--- src/rtl/cc_phase_pkg.sv ---
package cc_phase_pkg;

  // Number of quarter-steps of delay requested by a phase code:
  // the highest code means no delay, each lower code one more step.
  function automatic int lag_of(int sel, int phases);
    return phases - 1 - sel;
  endfunction

  // Level of the divided clock at count cnt when delayed by lag steps
  // of step fast cycles; high during the first half of the period.
  function automatic logic wave_level(int cnt, int lag, int step, int div);
    int pos;
    pos = (cnt + div - ((lag * step) % div)) % div;
    return logic'(pos < (div / 2));
  endfunction

  // Capture instant: fixed at the half-period count.
  function automatic logic strobe_hit(int cnt, int div);
    return logic'(cnt == (div / 2));
  endfunction

endpackage

--- src/rtl/cc_div_counter.sv ---
module cc_div_counter #(
  parameter int DIV = 16,
  localparam int CNT_W = $clog2(DIV)
) (
  input  logic             clk,
  input  logic             rst_n,
  output logic [CNT_W-1:0] cnt_nxt
);

  logic [CNT_W-1:0] cnt_q;

  assign cnt_nxt = (cnt_q == CNT_W'(DIV - 1)) ? '0 : cnt_q + CNT_W'(1);

  always_ff @(posedge clk or negedge rst_n) begin
    if (!rst_n) cnt_q <= '0;
    else        cnt_q <= cnt_nxt;
  end

endmodule

--- src/rtl/cc_phase_bank.sv ---
module cc_phase_bank #(
  parameter int DIV    = 16,
  parameter int PHASES = 4,
  localparam int CNT_W = $clog2(DIV),
  localparam int SEL_W = $clog2(PHASES),
  localparam int STEP  = DIV / PHASES
) (
  input  logic [CNT_W-1:0] cnt_nxt,
  input  logic [SEL_W-1:0] phase_sel,
  output logic             phase_level
);

  logic [PHASES-1:0] wave;
  logic [SEL_W-1:0]  lag_idx;

  // One candidate waveform per phase step; the selector only picks one.
  for (genvar p = 0; p < PHASES; p++) begin : g_wave
    assign wave[p] = cc_phase_pkg::wave_level(int'(cnt_nxt), p, STEP, DIV);
  end

  assign lag_idx     = SEL_W'(cc_phase_pkg::lag_of(int'(phase_sel), PHASES));
  assign phase_level = wave[lag_idx];

endmodule

--- src/rtl/cc_load_strobe.sv ---
module cc_load_strobe #(
  parameter int DIV = 16,
  localparam int CNT_W = $clog2(DIV)
) (
  input  logic [CNT_W-1:0] cnt_nxt,
  output logic             sample_evt
);

  assign sample_evt = cc_phase_pkg::strobe_hit(int'(cnt_nxt), DIV);

endmodule

--- src/rtl/cc_contra_clk.sv ---
module cc_contra_clk #(
  parameter int DIV    = 16,
  parameter int PHASES = 4,
  localparam int CNT_W = $clog2(DIV),
  localparam int SEL_W = $clog2(PHASES)
) (
  input  logic             clk,
  input  logic             rst_n,
  input  logic             contra_mode,
  input  logic [SEL_W-1:0] phase_sel,
  output logic             word_clk,
  output logic             load_strobe
);

  logic [CNT_W-1:0] cnt_nxt;
  logic             phase_level;
  logic             sample_evt;

  cc_div_counter #(.DIV(DIV)) u_cnt (
    .clk     (clk),
    .rst_n   (rst_n),
    .cnt_nxt (cnt_nxt)
  );

  cc_phase_bank #(.DIV(DIV), .PHASES(PHASES)) u_bank (
    .cnt_nxt     (cnt_nxt),
    .phase_sel   (phase_sel),
    .phase_level (phase_level)
  );

  cc_load_strobe #(.DIV(DIV)) u_strb (
    .cnt_nxt    (cnt_nxt),
    .sample_evt (sample_evt)
  );

  // Outputs are flops so the clock leaving the block has no decode glitches.
  always_ff @(posedge clk or negedge rst_n) begin
    if (!rst_n) begin
      word_clk    <= 1'b0;
      load_strobe <= 1'b0;
    end else begin
      word_clk    <= contra_mode & phase_level;
      load_strobe <= sample_evt;
    end
  end

endmodule

--- config.mk ---
export PLATFORM = sky130hd
export DESIGN_NAME = cc_contra_clk
export DESIGN_NICKNAME = d
export VERILOG_FILES = /design/src/rtl/cc_phase_pkg.sv /design/src/rtl/cc_div_counter.sv /design/src/rtl/cc_phase_bank.sv /design/src/rtl/cc_load_strobe.sv /design/src/rtl/cc_contra_clk.sv
export SDC_FILE = /design/constraint.sdc
export NUM_CORES = 1
export LEC_CHECK = 0
export ABC_AREA = 1
export BUFFER_PORTS_ARGS = -buffer_cell sky130_fd_sc_hd__buf_2
export CAP_MARGIN = 30
export CELL_PAD_IN_SITES_DETAIL_PLACEMENT = 1
export CELL_PAD_IN_SITES_GLOBAL_PLACEMENT = 2
export CORE_AREA = 10 10 47 49
export DETAILED_ROUTE_END_ITERATION = 16
export DIE_AREA = 0 0 57 59
export GPL_ROUTABILITY_DRIVEN = 0
export PLACE_DENSITY_LB_ADDON = 0.1
export REMOVE_ABC_BUFFERS = 1
export SKIP_CTS_REPAIR_TIMING = 1
export SLEW_MARGIN = 10
export SYNTH_ARGS = -nofsm -noshare
export SYNTH_HDL_FRONTEND = slang
export SYNTH_HIERARCHICAL = 1
export SYNTH_SLANG_ARGS = --single-unit
--- constraint.sdc ---
create_clock -name clk -period 3.8 [get_ports clk]
set_input_delay 0.57 -clock clk [delete_from_list [all_inputs] [get_ports clk]]
set_output_delay 0.57 -clock clk [all_outputs]
set_load 0.1 [all_outputs]
; Word-level counts from Yosys, hierarchy flattened
; Index checks and enable logic that the tools add are counted.
[word_totals]
inputBits = 5
wordCells = 28
regBits = 6
output_inout_bits = 2
[classes]
n_addsub = 6
eq_ne = 2
mux = 3
magnitude_cmp = 5
bitwise = 5
n_reduce_logical = 4
[op_table]
columns = operator, n
row1 = subtractor 32 x 5 -> 32 bit (second input constant), 2
row2 = subtractor 32 x 4 -> 32 bit (second input constant), 1
row3 = less-than comparator 5 bit (second input constant), 4
row4 = OR reduction 4 bit, 4
row5 = equality test 4 bit (second input constant), 2
row6 = adder 4 x 5 -> 6 bit (second input constant), 1
row7 = adder 4 x 1 -> 4 bit (second input constant), 1
row8 = bitwise AND 1 bit, 4
row9 = 2-to-1 mux 4 bit, 1
row10 = less-than comparator 2 x 3 -> 1 bit (second input constant), 1
row11 = binary-select mux 1 bit (select 2 bit), 1
row12 = subtractor 2 bit (first input constant), 1
row13 = bitwise AND 1 bit (first input constant), 1
row14 = 2-to-1 mux 1 bit, 1

; Depth between registers and ports, before layout
[depth]
ltp_word = 10
mapped_depth = 11
mapped_depth_nobuf = 11

; Hierarchy
; Netlist, hierarchy kept.
[by_module_without_submodules]
columns = mod, seq_area_each_um2, cells_per_inst, instances, area_each_um2
row1 = cc_div_counter, 100.1, 14, 1, 160.2
row2 = cc_contra_clk, 50.0, 4, 1, 57.6
row3 = cc_phase_bank, 0.0, 14, 1, 55.1
row4 = cc_load_strobe, 0.0, 6, 1, 22.5

; Worst setup path after synthesis
; No wires, ideal clock.
[synth_timing]
kind = flip-flop to output port
from = register load_strobe
to = output port load_strobe
path_buffers = 0
required_time_ps = 3230
slack_ps = 2347
arrival_ps = 883
stages_incl_launch_ff = 1
path_cell_list = dfrtp_1
[synth_rtl]
columns = element, line
row1 = start: declaration, cc_contra_clk.sv:12  ; output logic load_strobe
row2 = start signal: assignment, cc_contra_clk.sv:43  ; load_strobe <= sample_evt;
; No word-level cell between the ends.

; Worst setup path in the final report
[layout_timing]
from = register load_strobe
to = output port load_strobe
; No word-level cell between the ends.

==> run_results.csv <==
group,metric,value,unit
status,outcome,"finished, final reports clean",
cells_and_area,final_layout_size_suffix_gt1_share,19.15,%
placement,dp_hpwl,538.8,um
grt,overflow,0,
synth,synthCells,38,
grt,grt_max_degree,7,
timing,clock_skew,0.002015,ns
synth,synthMuxAreaShare,0,%
cts,cts_sinks,6,
grt,grt_use_total,5.067,%
detailed_routing,drtIter0Drc,2,
timing,rsz0062_at_grt,"no",
synth,synth_xor_area_share,2.966,%
synth,synth_fa_ha_area_share,4.237,%
floorplanning,ios,7,
cells_and_area,finalInstanceArea,367.9,um^2
synth,synth_area,295.3,um^2
hold_path,hold_path_class,"primary input to asynchronous set/reset pin",
cts,root_buffer,"clkbuf_4",
detailed_routing,vias,262,
grt,grt_pass1_wl,1248,um
pwr,p_leak,0.2153,nW
timing,slew_headroom,67.64,%
cells_and_area,multi_input_comb_area,103.9,um^2
floorplanning,initial_core_util,21.07,%
timing,whs,0.1462,ns
placement,placed_cell_area,345.3,um^2
floorplanning,core,1401,um^2
floorplanning,die_w,57,um
grt,first_global_vias,289,
detailed_routing,vias_per_cell,4.159,
cts,cts_tree,"yes",
floorplanning,die_h,59,um
timing,tns,0,ns
setup_path,cp_max_fo,1,
flow_run,maxCapViolations,0,
cells_and_area,seqCellArea,150.1,um^2
cts,cts_max_path_buffers,2,
floorplanning,die_area,3363,um^2
timing,hold_viol_final,0,
cells_and_area,finalNonFillerCells,63,
setup_path,crit_family,"buffers and inverters",
setup_path,path_class,"flip-flop to output pin",
cts,cts_max_level,1,
setup_path,cp_data_required_time,3.23,ns
cts,clk_latency,0.24,ns
detailed_routing,wl_per_cell,10.40,um
setup_path,cp_slowest_cell,"buf_2",
cells_and_area,nets,55,
synth,synth_compound_gate_area_share,2.542,%
synth,postSynthAreaPerCell,7.771,um^2
synth,synth-seq-area-share,50.85,%
setup_path,startpoint_type,"flip-flop",
placement,port_buffers,6,
synth,synth_top_family_by_area,"simple AND/OR/NAND/NOR gates",
timing,setup_viol,0,
pwr,powerDensity,366.8,nW/um^2
cts,path_clk_slew,0.05,ns
detailed_routing,firstDrtPassIters,2,
setup_path,path_cells,"buf_2",
setup_path,end_kind,"output pin",
grt,antenna_found_initial,0,
setup_path,slowest_delay,0.42,ns
timing,finalMaxSlewViolations,0,
detailed_routing,drc,0,
setup_path,cp.arrival,0.99,ns
synth,synth-simple-area-share,25.42,%
pwr,vdd_drop_max,128.4,uV
detailed_routing,ant_nets,0,
synth,ys_types,9,
placement,placedCellCount,60,
setup_path,critPathBufInv,1,
detailed_routing,routed_wirelength,655,um
timing,worstMarginPinSlew,0.4887,ns
cells_and_area,syn_to_final_growth,24.58,%
timing,max_freq,642.3,MHz
cts,cts_buffers,3,
cells_and_area,antenna-diode-count,0,
cells_and_area,final.fill_count,190,
timing,min_period,1.557,ns
cells_and_area,final_util,26.25,%
timing,min_period_over_period,40.97,%
synth,yosys_warnings,6,
cells_and_area,layout_common_cells,"nand2_1, inv_1, buf_2, dfrtp_1, nand3_1",
synth,synth_seq_cells,6,
floorplanning,row_count,14,
[power by group]
group	total [mW]	switching, mW	internal (mW)	leakage (nW)
logic	0.0128	0.00946	0.00336	0.123
clock network	0.0572	0.0216	0.0356	0.0138
registers	0.0649	0.000115	0.0648	0.0786
[cells by family (layout without fill, tap and decap cells)]
family | count (synthesis) | in the layout
fa+ha+maj | 1 | 1
compound gates | 1 | 1
flops | 6 | 6
buf+inv | 11 | 20
xor+xnor | 1 | 1
simple gates | 18 | 18
[final cells by class]
cell class              count  area share (%)
flip-flops and latches      6           40.82
repair buffers              6           8.163
inverters                  11           11.22
well taps                  16           5.442
multi-input cells          21           28.23
clock buffers               3           6.122
[final timing paths]
path,endpoint,cells past startpoint,slack (ns),startpoint
worst max register to register,word_clk,11,2.35,u_cnt/cnt_q[0]
worst max-delay path,load_strobe,1,2.24,load_strobe
min in group clk,word_clk,3,0.52,contra_mode
max in group asynchronous,u_cnt/cnt_q[2],1,3.51,rst_n
worst min register to register,u_cnt/cnt_q[1],1,0.55,u_cnt/cnt_q[1]
worst min-delay path,load_strobe,1,0.15,rst_n
[cell usage after synthesis]
master	count	share of area [%]
nand3_1	4	6.8
xor2_1	1	3.0
nor2_1	2	2.5
nand4_1	1	2.1
ha_1	1	4.2
nand2_1	11	14
o21bai_1	1	2.5
dfrtp_1	6	51
inv_1	11	14
[worst reg2reg max path, stage by stage, from the launching register on]
cell and delay, ns:
dfrtp_1 0.40, ha_1 0.24, nand2_1 0.09, nand3_1 0.09, nand2_1 0.15, inv_1 0.08, nand2_1 0.06, nand3_1 0.06
nand2_1 0.07, inv_1 0.04, nand2_1 0.04, inv_1 0.03
[layer usage]
metal / track usage [%] / vias up / part of all wire, %
li1: - / 132 / -
met4: 5.034 / 0 / 0
met2: 6.977 / 5 / 47
met5: 0 / - / 0
met3: 3.433 / 0 / 6.0
met1: 4.898 / 125 / 47
[per-stage QoR]
| stage | setup slack, ns | power (mW) |
|---|---|---|
| 2_1_floorplan | 2.347 | 0.07424 |
| 3_3_place_gp | 2.387 | 0.07871 |
| 3_5_place_dp | 2.328 | 0.07903 |
| 4_1_cts | 2.231 | 0.1387 |
| 5_1_grt | 2.142 | 0.1473 |
| 6_report | 2.243 | 0.1349 |
[state kept, by name, indices dropped and copies added (netlist names)]
signal	count
load_strobe	1
word_clk	1
u_cnt/cnt_q	4
No activity file was read; power rests on OpenSTA's default activity.
